===== config.mk =====
export PLATFORM = sky130hd
export DESIGN_NAME = nfc_regbank
export DESIGN_NICKNAME = d
export VERILOG_FILES = /design/src/rtl/nfc_reg_pkg.sv /design/src/rtl/nfc_lock_guard.sv /design/src/rtl/nfc_irq_ctrl.sv /design/src/rtl/nfc_raw_status.sv /design/src/rtl/nfc_regbank.sv
export SDC_FILE = /design/constraint.sdc
export NUM_CORES = 1
export LEC_CHECK = 0
export BUFFER_PORTS_ARGS = -buffer_cell sky130_fd_sc_hd__buf_2
export CORE_MARGIN = 5
export CORE_UTILIZATION = 53
export CTS_CLUSTER_DIAMETER = 200
export DETAILED_ROUTE_END_ITERATION = 10
export GPL_TIMING_DRIVEN = 0
export PLACE_DENSITY = 0.85
export SYNTH_ARGS = -nofsm -noshare
export SYNTH_HDL_FRONTEND = slang
export SYNTH_SLANG_ARGS = --single-unit

===== constraint.sdc =====
create_clock -name clk_i -period 2.13 [get_ports clk_i]
set_input_delay 0.426 -clock clk_i [delete_from_list [all_inputs] [get_ports clk_i]]
set_output_delay 0.426 -clock clk_i [all_outputs]
set_load 0.01 [all_outputs]

===== src/rtl/nfc_reg_pkg.sv =====
package nfc_reg_pkg;
  localparam logic [7:0]  OFS_CMD   = 8'h00;
  localparam logic [7:0]  OFS_CFG   = 8'h04;
  localparam logic [7:0]  OFS_TIME  = 8'h08;
  localparam logic [7:0]  OFS_KEY   = 8'h0C;
  localparam logic [7:0]  OFS_IMASK = 8'h10;
  localparam logic [7:0]  OFS_ISTAT = 8'h14;
  localparam logic [7:0]  OFS_RAW   = 8'h18;

  localparam logic [15:0] UNLOCK_KEY   = 16'hA25E;
  localparam logic [7:0]  CMD_SOFT_RST = 8'hFF;

  localparam int unsigned NUM_EV = 6;
  localparam int unsigned EV_WP   = 0;
  localparam int unsigned EV_ECC  = 1;
  localparam int unsigned EV_DERR = 2;
  localparam int unsigned EV_DFAIL= 3;
  localparam int unsigned EV_CTRL = 4;
  localparam int unsigned EV_NAND = 5;

  typedef struct packed {
    logic wp_en;
    logic large_blk;
    logic long_addr;
    logic bus16;
  } cfg_t;
endpackage


===== src/rtl/nfc_lock_guard.sv =====
module nfc_lock_guard (
  input  logic clk_i,
  input  logic rst_ni,
  input  logic wr_i,
  input  logic key_sel_i,
  input  logic key_hit_i,
  input  logic prot_sel_i,
  input  logic soft_rst_i,
  output logic unlocked_o,
  output logic prot_we_o
);
  logic unlocked_q;

  always_ff @(posedge clk_i or negedge rst_ni) begin
    if (!rst_ni)          unlocked_q <= 1'b0;
    else if (soft_rst_i)  unlocked_q <= 1'b0;
    else if (wr_i)        unlocked_q <= key_sel_i && key_hit_i;
  end

  assign unlocked_o = unlocked_q;
  assign prot_we_o  = wr_i && prot_sel_i && unlocked_q;

  // one protected write consumes the unlock
  assert_single_use_R2: assert property (@(posedge clk_i) disable iff (!rst_ni)
    (wr_i && prot_sel_i && unlocked_q) |=> !unlocked_q);

  assert_relock_other_write_R4: assert property (@(posedge clk_i) disable iff (!rst_ni)
    (wr_i && !key_sel_i) |=> !unlocked_q);

  assert_read_keeps_lock_R4: assert property (@(posedge clk_i) disable iff (!rst_ni)
    (!wr_i && !soft_rst_i) |=> $stable(unlocked_q));
endmodule


===== src/rtl/nfc_irq_ctrl.sv =====
module nfc_irq_ctrl #(
  parameter int unsigned NUM_EV = 6
) (
  input  logic              clk_i,
  input  logic              rst_ni,
  input  logic [NUM_EV-1:0] ev_i,
  input  logic              mask_we_i,
  input  logic [NUM_EV-1:0] mask_wdata_i,
  input  logic              clr_i,
  input  logic              soft_rst_i,
  output logic [NUM_EV-1:0] stat_o,
  output logic [NUM_EV-1:0] mask_o,
  output logic              irq_o
);
  logic [NUM_EV-1:0] stat_q, mask_q, stat_base;

  // clear and new events in one cycle: events win
  assign stat_base = (clr_i || soft_rst_i) ? '0 : stat_q;

  always_ff @(posedge clk_i or negedge rst_ni) begin
    if (!rst_ni) begin
      stat_q <= '0;
      mask_q <= '0;
    end else begin
      stat_q <= stat_base | ev_i;
      if (mask_we_i) mask_q <= mask_wdata_i;
    end
  end

  assign stat_o = stat_q;
  assign mask_o = mask_q;
  assign irq_o  = |(stat_q & mask_q);

  assert_clear_on_read_R7: assert property (@(posedge clk_i) disable iff (!rst_ni)
    (clr_i && (ev_i == '0)) |=> (stat_q == '0));

  assert_event_kept_R7: assert property (@(posedge clk_i) disable iff (!rst_ni)
    (ev_i != '0) |=> ((stat_q & $past(ev_i)) == $past(ev_i)));

  assert_irq_cause_R8: assert property (@(posedge clk_i) disable iff (!rst_ni)
    $rose(irq_o) |-> ($past(ev_i != '0) || $past(mask_we_i)));
endmodule


===== src/rtl/nfc_raw_status.sv =====
module nfc_raw_status #(
  parameter int unsigned CNT_W = 2,
  localparam int unsigned RAW_W = CNT_W + 5
) (
  input  logic             clk_i,
  input  logic             rst_ni,
  input  logic             clr_i,
  input  logic             nand_rdy_i,
  input  logic             ctrl_rdy_i,
  input  logic             ecc_rdy_i,
  input  logic             dec_err_i,
  input  logic             dec_fail_i,
  input  logic [CNT_W-1:0] corr_cnt_i,
  output logic [RAW_W-1:0] raw_o
);
  localparam int unsigned CNT_LO  = 4;
  localparam int unsigned FAIL_B  = CNT_LO + CNT_W;

  logic             nand_q, ctrl_q, ecc_q, err_q, fail_q;
  logic [CNT_W-1:0] cnt_q;

  always_ff @(posedge clk_i or negedge rst_ni) begin
    if (!rst_ni) begin
      {nand_q, ctrl_q, ecc_q, err_q, fail_q} <= '0;
      cnt_q <= '0;
    end else begin
      nand_q <= nand_rdy_i || (!clr_i && nand_q);
      ctrl_q <= ctrl_rdy_i || (!clr_i && ctrl_q);
      ecc_q  <= ecc_rdy_i  || (!clr_i && ecc_q);
      err_q  <= dec_err_i  || (!clr_i && err_q);
      fail_q <= dec_fail_i || (!clr_i && fail_q);
      if (dec_err_i)  cnt_q <= corr_cnt_i;
      else if (clr_i) cnt_q <= '0;
    end
  end

  always_comb begin
    raw_o = '0;
    raw_o[0] = nand_q;
    raw_o[1] = ctrl_q;
    raw_o[2] = ecc_q;
    raw_o[3] = err_q;
    raw_o[CNT_LO +: CNT_W] = cnt_q;
    raw_o[FAIL_B] = fail_q;
  end

  assert_cnt_capture_R9: assert property (@(posedge clk_i) disable iff (!rst_ni)
    dec_err_i |=> (raw_o[CNT_LO +: CNT_W] == $past(corr_cnt_i)) && raw_o[3]);

  assert_raw_clear_R9: assert property (@(posedge clk_i) disable iff (!rst_ni)
    (clr_i && !nand_rdy_i && !ctrl_rdy_i && !ecc_rdy_i && !dec_err_i && !dec_fail_i)
      |=> (raw_o == '0));
endmodule


===== src/rtl/nfc_regbank.sv =====
module nfc_regbank
  import nfc_reg_pkg::*;
#(
  parameter int unsigned ADDR_W = 8,
  parameter int unsigned DATA_W = 32,
  parameter int unsigned TIME_W = 26,
  parameter int unsigned CNT_W  = 2
) (
  input  logic              clk_i,
  input  logic              rst_ni,
  input  logic [ADDR_W-1:0] addr_i,
  input  logic              wr_en_i,
  input  logic              rd_en_i,
  input  logic [DATA_W-1:0] wdata_i,
  output logic [DATA_W-1:0] rdata_o,
  input  logic              ev_nand_rdy_i,
  input  logic              ev_ctrl_rdy_i,
  input  logic              ev_ecc_rdy_i,
  input  logic              ev_dec_err_i,
  input  logic              ev_dec_fail_i,
  input  logic              ev_wp_fault_i,
  input  logic [CNT_W-1:0]  corr_cnt_i,
  output logic [3:0]        cfg_o,
  output logic [TIME_W-1:0] timing_o,
  output logic              soft_rst_o,
  output logic              irq_o
);
  localparam int unsigned RAW_W = CNT_W + 5;
  localparam logic [ADDR_W-1:0] A_CMD   = ADDR_W'(OFS_CMD);
  localparam logic [ADDR_W-1:0] A_CFG   = ADDR_W'(OFS_CFG);
  localparam logic [ADDR_W-1:0] A_TIME  = ADDR_W'(OFS_TIME);
  localparam logic [ADDR_W-1:0] A_KEY   = ADDR_W'(OFS_KEY);
  localparam logic [ADDR_W-1:0] A_IMASK = ADDR_W'(OFS_IMASK);
  localparam logic [ADDR_W-1:0] A_ISTAT = ADDR_W'(OFS_ISTAT);
  localparam logic [ADDR_W-1:0] A_RAW   = ADDR_W'(OFS_RAW);

  logic              sel_cmd, sel_cfg, sel_time, sel_key, sel_mask, sel_stat, sel_raw;
  logic              cmd_we, soft_rst, prot_we, unlocked;
  cfg_t              cfg_q;
  logic [TIME_W-1:0] time_q;
  logic              soft_rst_q;
  logic [DATA_W-1:0] rd_mux, rdata_q;
  logic [NUM_EV-1:0] ev_vec, stat, mask;
  logic [RAW_W-1:0]  raw;
  logic              unused_wdata;

  assign unused_wdata = ^wdata_i;

  assign sel_cmd  = (addr_i == A_CMD);
  assign sel_cfg  = (addr_i == A_CFG);
  assign sel_time = (addr_i == A_TIME);
  assign sel_key  = (addr_i == A_KEY);
  assign sel_mask = (addr_i == A_IMASK);
  assign sel_stat = (addr_i == A_ISTAT);
  assign sel_raw  = (addr_i == A_RAW);

  assign cmd_we   = wr_en_i && sel_cmd;
  assign soft_rst = cmd_we && (wdata_i[7:0] == CMD_SOFT_RST);

  always_comb begin
    ev_vec           = '0;
    ev_vec[EV_WP]    = ev_wp_fault_i;
    ev_vec[EV_ECC]   = ev_ecc_rdy_i;
    ev_vec[EV_DERR]  = ev_dec_err_i;
    ev_vec[EV_DFAIL] = ev_dec_fail_i;
    ev_vec[EV_CTRL]  = ev_ctrl_rdy_i;
    ev_vec[EV_NAND]  = ev_nand_rdy_i;
  end

  nfc_lock_guard u_lock (
    .clk_i      (clk_i),
    .rst_ni     (rst_ni),
    .wr_i       (wr_en_i),
    .key_sel_i  (sel_key),
    .key_hit_i  (wdata_i[15:0] == UNLOCK_KEY),
    .prot_sel_i (sel_cfg || sel_time),
    .soft_rst_i (soft_rst),
    .unlocked_o (unlocked),
    .prot_we_o  (prot_we)
  );

  nfc_irq_ctrl #(.NUM_EV(NUM_EV)) u_irq (
    .clk_i        (clk_i),
    .rst_ni       (rst_ni),
    .ev_i         (ev_vec),
    .mask_we_i    (wr_en_i && sel_mask),
    .mask_wdata_i (wdata_i[NUM_EV-1:0]),
    .clr_i        (rd_en_i && sel_stat),
    .soft_rst_i   (soft_rst),
    .stat_o       (stat),
    .mask_o       (mask),
    .irq_o        (irq_o)
  );

  nfc_raw_status #(.CNT_W(CNT_W)) u_raw (
    .clk_i      (clk_i),
    .rst_ni     (rst_ni),
    .clr_i      (cmd_we),
    .nand_rdy_i (ev_nand_rdy_i),
    .ctrl_rdy_i (ev_ctrl_rdy_i),
    .ecc_rdy_i  (ev_ecc_rdy_i),
    .dec_err_i  (ev_dec_err_i),
    .dec_fail_i (ev_dec_fail_i),
    .corr_cnt_i (corr_cnt_i),
    .raw_o      (raw)
  );

  always_ff @(posedge clk_i or negedge rst_ni) begin
    if (!rst_ni) begin
      cfg_q      <= '0;
      time_q     <= '0;
      soft_rst_q <= 1'b0;
    end else begin
      soft_rst_q <= soft_rst;
      if (prot_we && sel_cfg)  cfg_q  <= cfg_t'(wdata_i[3:0]);
      if (prot_we && sel_time) time_q <= wdata_i[TIME_W-1:0];
    end
  end

  always_comb begin
    rd_mux = '0;
    unique case (1'b1)
      sel_cfg:  rd_mux = DATA_W'(cfg_q);
      sel_time: rd_mux = DATA_W'(time_q);
      sel_mask: rd_mux = DATA_W'(mask);
      sel_stat: rd_mux = DATA_W'(stat);
      sel_raw:  rd_mux = DATA_W'(raw);
      default:  rd_mux = '0;
    endcase
  end

  always_ff @(posedge clk_i or negedge rst_ni) begin
    if (!rst_ni)      rdata_q <= '0;
    else if (rd_en_i) rdata_q <= rd_mux;
    else              rdata_q <= '0;
  end

  assign rdata_o    = rdata_q;
  assign cfg_o      = cfg_q;
  assign timing_o   = time_q;
  assign soft_rst_o = soft_rst_q;

  assert_locked_hold_R3: assert property (@(posedge clk_i) disable iff (!rst_ni)
    (wr_en_i && (sel_cfg || sel_time) && !unlocked) |=> ($stable(cfg_o) && $stable(timing_o)));

  assert_soft_rst_R10: assert property (@(posedge clk_i) disable iff (!rst_ni)
    soft_rst |=> (soft_rst_o && !unlocked && $stable(cfg_o)));

  assert_soft_rst_pulse_R10: assert property (@(posedge clk_i) disable iff (!rst_ni)
    soft_rst_o |=> !soft_rst_o || $past(soft_rst));
endmodule


==> metrics <==
starting DRC count in detailed routing 144; switching power around 0.66 mW; clk buf depth 2; Worst Path Class, Setup input port to flip-flop; DRT Pass-1 Iters 4; CP Launch Type input port; ys async rst share 100%; vias post-DR 2325; Post-synth EDFFs 0; Yosys top cell by area dfrtp_1; share of the synthesized area in the top cell type between 60% and 70%; Pwr per Cell Area 730 nW/um2; gpl congestion about 0.84; ant diodes 0; root buf cell clkbuf_8; Syn-to-layout area delta 28.4%; placed inst area 3850 um2; HPWL Detailed 5.43 mm; Reg clk slew, reported paths about 0.080 ns; CTS sink cnt 77; PortBufs 102; Worst EP arrival 2.05 ns; H-tree levels 3; Gate power share 6.2%; Slew Limit Fails 0; Crit Path Max Fanout 10; die height 87.6 um; critical path required time around 2.4 ns; Yosys reg bits 77; Reg power frac 49.4%; crit end category flip-flop; crit share post-route 85.1%; YS warnings 0; antenna violations before repair 0; DRC viols 0; Netlist Area Pre-Place 3190 um2; grt total ovfl 0; ANT nets after route 0; Mean Syn Cell Area 13.6 um2; first-pass GRT wire length 12.0 mm; class of the worst hold path input port to flip-flop; outcome complete, no violations; Die ar. 7680 um2; final period demand of the worst path 1.81 ns; commonest cells in the netlist dfrtp_1 (77), mux2_2 (34), and2_1 (19); number of global-route vias before repair between 2000 and 2500; cell count after synthesis 235; Top Ports between 100 and 150; core area roughly 5900 um2; share of cells above drive strength 1 46.9%; Layout Nets a little over 400; setup TNS 0 ns; unrepaired setup endpoints after global routing no; leak pwr 2.23 nW; skew final slightly above 0.008 ns; max-cap viol count 0; TritonCTS clock tree built; actual slew at the worst max-slew pin just under 0.8 ns; Relative slew margins between 40% and 50%; sw frac 21.9%; Yosys cell types 44; Setup Buffers After CTS 0; Internal Pwr Total 2.34 mW; row count 28; largest cells by area after synthesis dfrtp_1 (60%), mux2_2 (12%), and2_1 (3.7%); fmax 0.552 GHz; pin count of the biggest net entering global routing 77; peak supply drop between 500 and 600 uV; Setup-failing EPs final 0; Vias/cell 5.34; Main synth FF type dfrtp_1; endpoints failing hold 0; power after layout 2.99 mW; Seq/Total Area, Yosys 60.3%; Routed WL per cell 16.9 um; worst skew pair latency 0.35 ns; Die Wd approximately 88 um; post-detailed-routing wire length between 7 and 8 mm; CTS buffer count 9; most frequent cell after synthesis dfrtp_1; cell area after layout ~4100 um2; GRT Overall Usage 20.7%; Initial Utilization 54.3%; clock network power share about 44%
area by class of cell:
cell class,count,area [um2]
plain buffers,14,87.6
multi-input cells,147,1190
fillers,444,1780
well taps,75,93.8
repair buffers,104,551
clock buffers,9,124
clock inverters,7,121
flip-flops and latches,77,1930
inverters,2,7.51
state kept, by name, summed over array words and instances (netlist names):
signal,flops
timing_o,26
u_raw.fail_q,1
u_raw.nand_q,1
u_raw.cnt_q,2
u_lock.unlocked_o,1
cfg_o,4
u_irq.stat_o,6
u_raw.err_q,1
soft_rst_o,1
rdata_o,26
u_raw.ctrl_q,1
u_raw.ecc_q,1
u_irq.mask_o,6
power by group through the flow:
stage          clock network [mW]  registers [mW]  logic [mW]
2_1_floorplan                   0            1.51      0.0709
3_3_place_gp                    0            1.51       0.174
3_5_place_dp                    0            1.51       0.185
4_1_cts                      1.35            1.48       0.188
5_1_grt                      1.42            1.48       0.206
6_report                     1.33            1.48       0.186
timing repair:
item,4_1_cts,5_1_grt
hold buffers,1,0
hold endpoints to repair,1,0
gates resized for setup,0,0
layout by cell type, fill, tap and decap left out, drive strengths merged, types with 2 or more instances in the layout:
cell type  instances
nand4              4
a21oi              5
o21ai              2
nand3              7
a21o               5
o22a               4
clkbuf            11
nor4               2
a31o               6
nand3b             3
mux2i              9
and3               2
a22oi              3
nor3               5
nor4b              2
nand2             12
inv                4
bufinv             3
dfrtp             77
a22o               2
mux2              36
and2              19
conb               6
clkinv             2
buf              115
worst paths after layout:
| kind | start | end | slack, ns | depth (start not counted) |
|---|---|---|---|---|
| setup reg to reg | u_lock.unlocked_o | timing_o[11] | 0.73 | 3 |
| hold / removal | ev_ecc_rdy_i | u_raw.ecc_q | 0.28 | 2 |
| min in group asynchronous | rst_ni | rdata_o[8] | 0.40 | 2 |
| hold reg to reg | u_raw.err_q | u_raw.err_q | 0.49 | 1 |
| max in group asynchronous | rst_ni | rdata_o[6] | 1.19 | 3 |
| setup / recovery | addr_i[7] | timing_o[7] | 0.32 | 6 |
per-layer routing:
| layer | track usage, % | vias to the layer above | share of wire, % |
|---|---|---|---|
| met5 | 0 | - | 0 |
| met4 | 7.95 | 0 | 1.5 |
| met3 | 4.61 | 9 | 7.9 |
| met2 | 33.7 | 99 | 50 |
| met1 | 27.3 | 1137 | 41 |
| li1 | - | 1080 | - |
critical path: stages:
cell and delay (ns):
buf_2 0.11, nor3_4 0.36, and3b_1 0.29, nand3_2 0.23
buf_2 0.29, mux2_1 0.33
logic make-up after synthesis:
group | after synthesis | share of synthesized area, %
and+or+nand+nor | 65 | 13.8
AOI/OAI and AO/OA | 31 | 7.29
other | 1 | 0.117
DFF | 77 | 60.3
muxes | 45 | 15.5
buffers and inverters | 16 | 2.98
metrics by stage:
step           hold WS [ns]  utilization (%)  setup WS [ns]  cells
6_report              0.277             69.7          0.317    435
4_1_cts               0.266             69.7          0.310    435
3_3_place_gp          0.461             64.9        -0.0272    417
3_5_place_dp          0.224             65.4        -0.0549    418
5_1_grt               0.283             69.7          0.234    435
2_1_floorplan         0.130                -          0.347    240
Power figures use the tool's default switching activity.
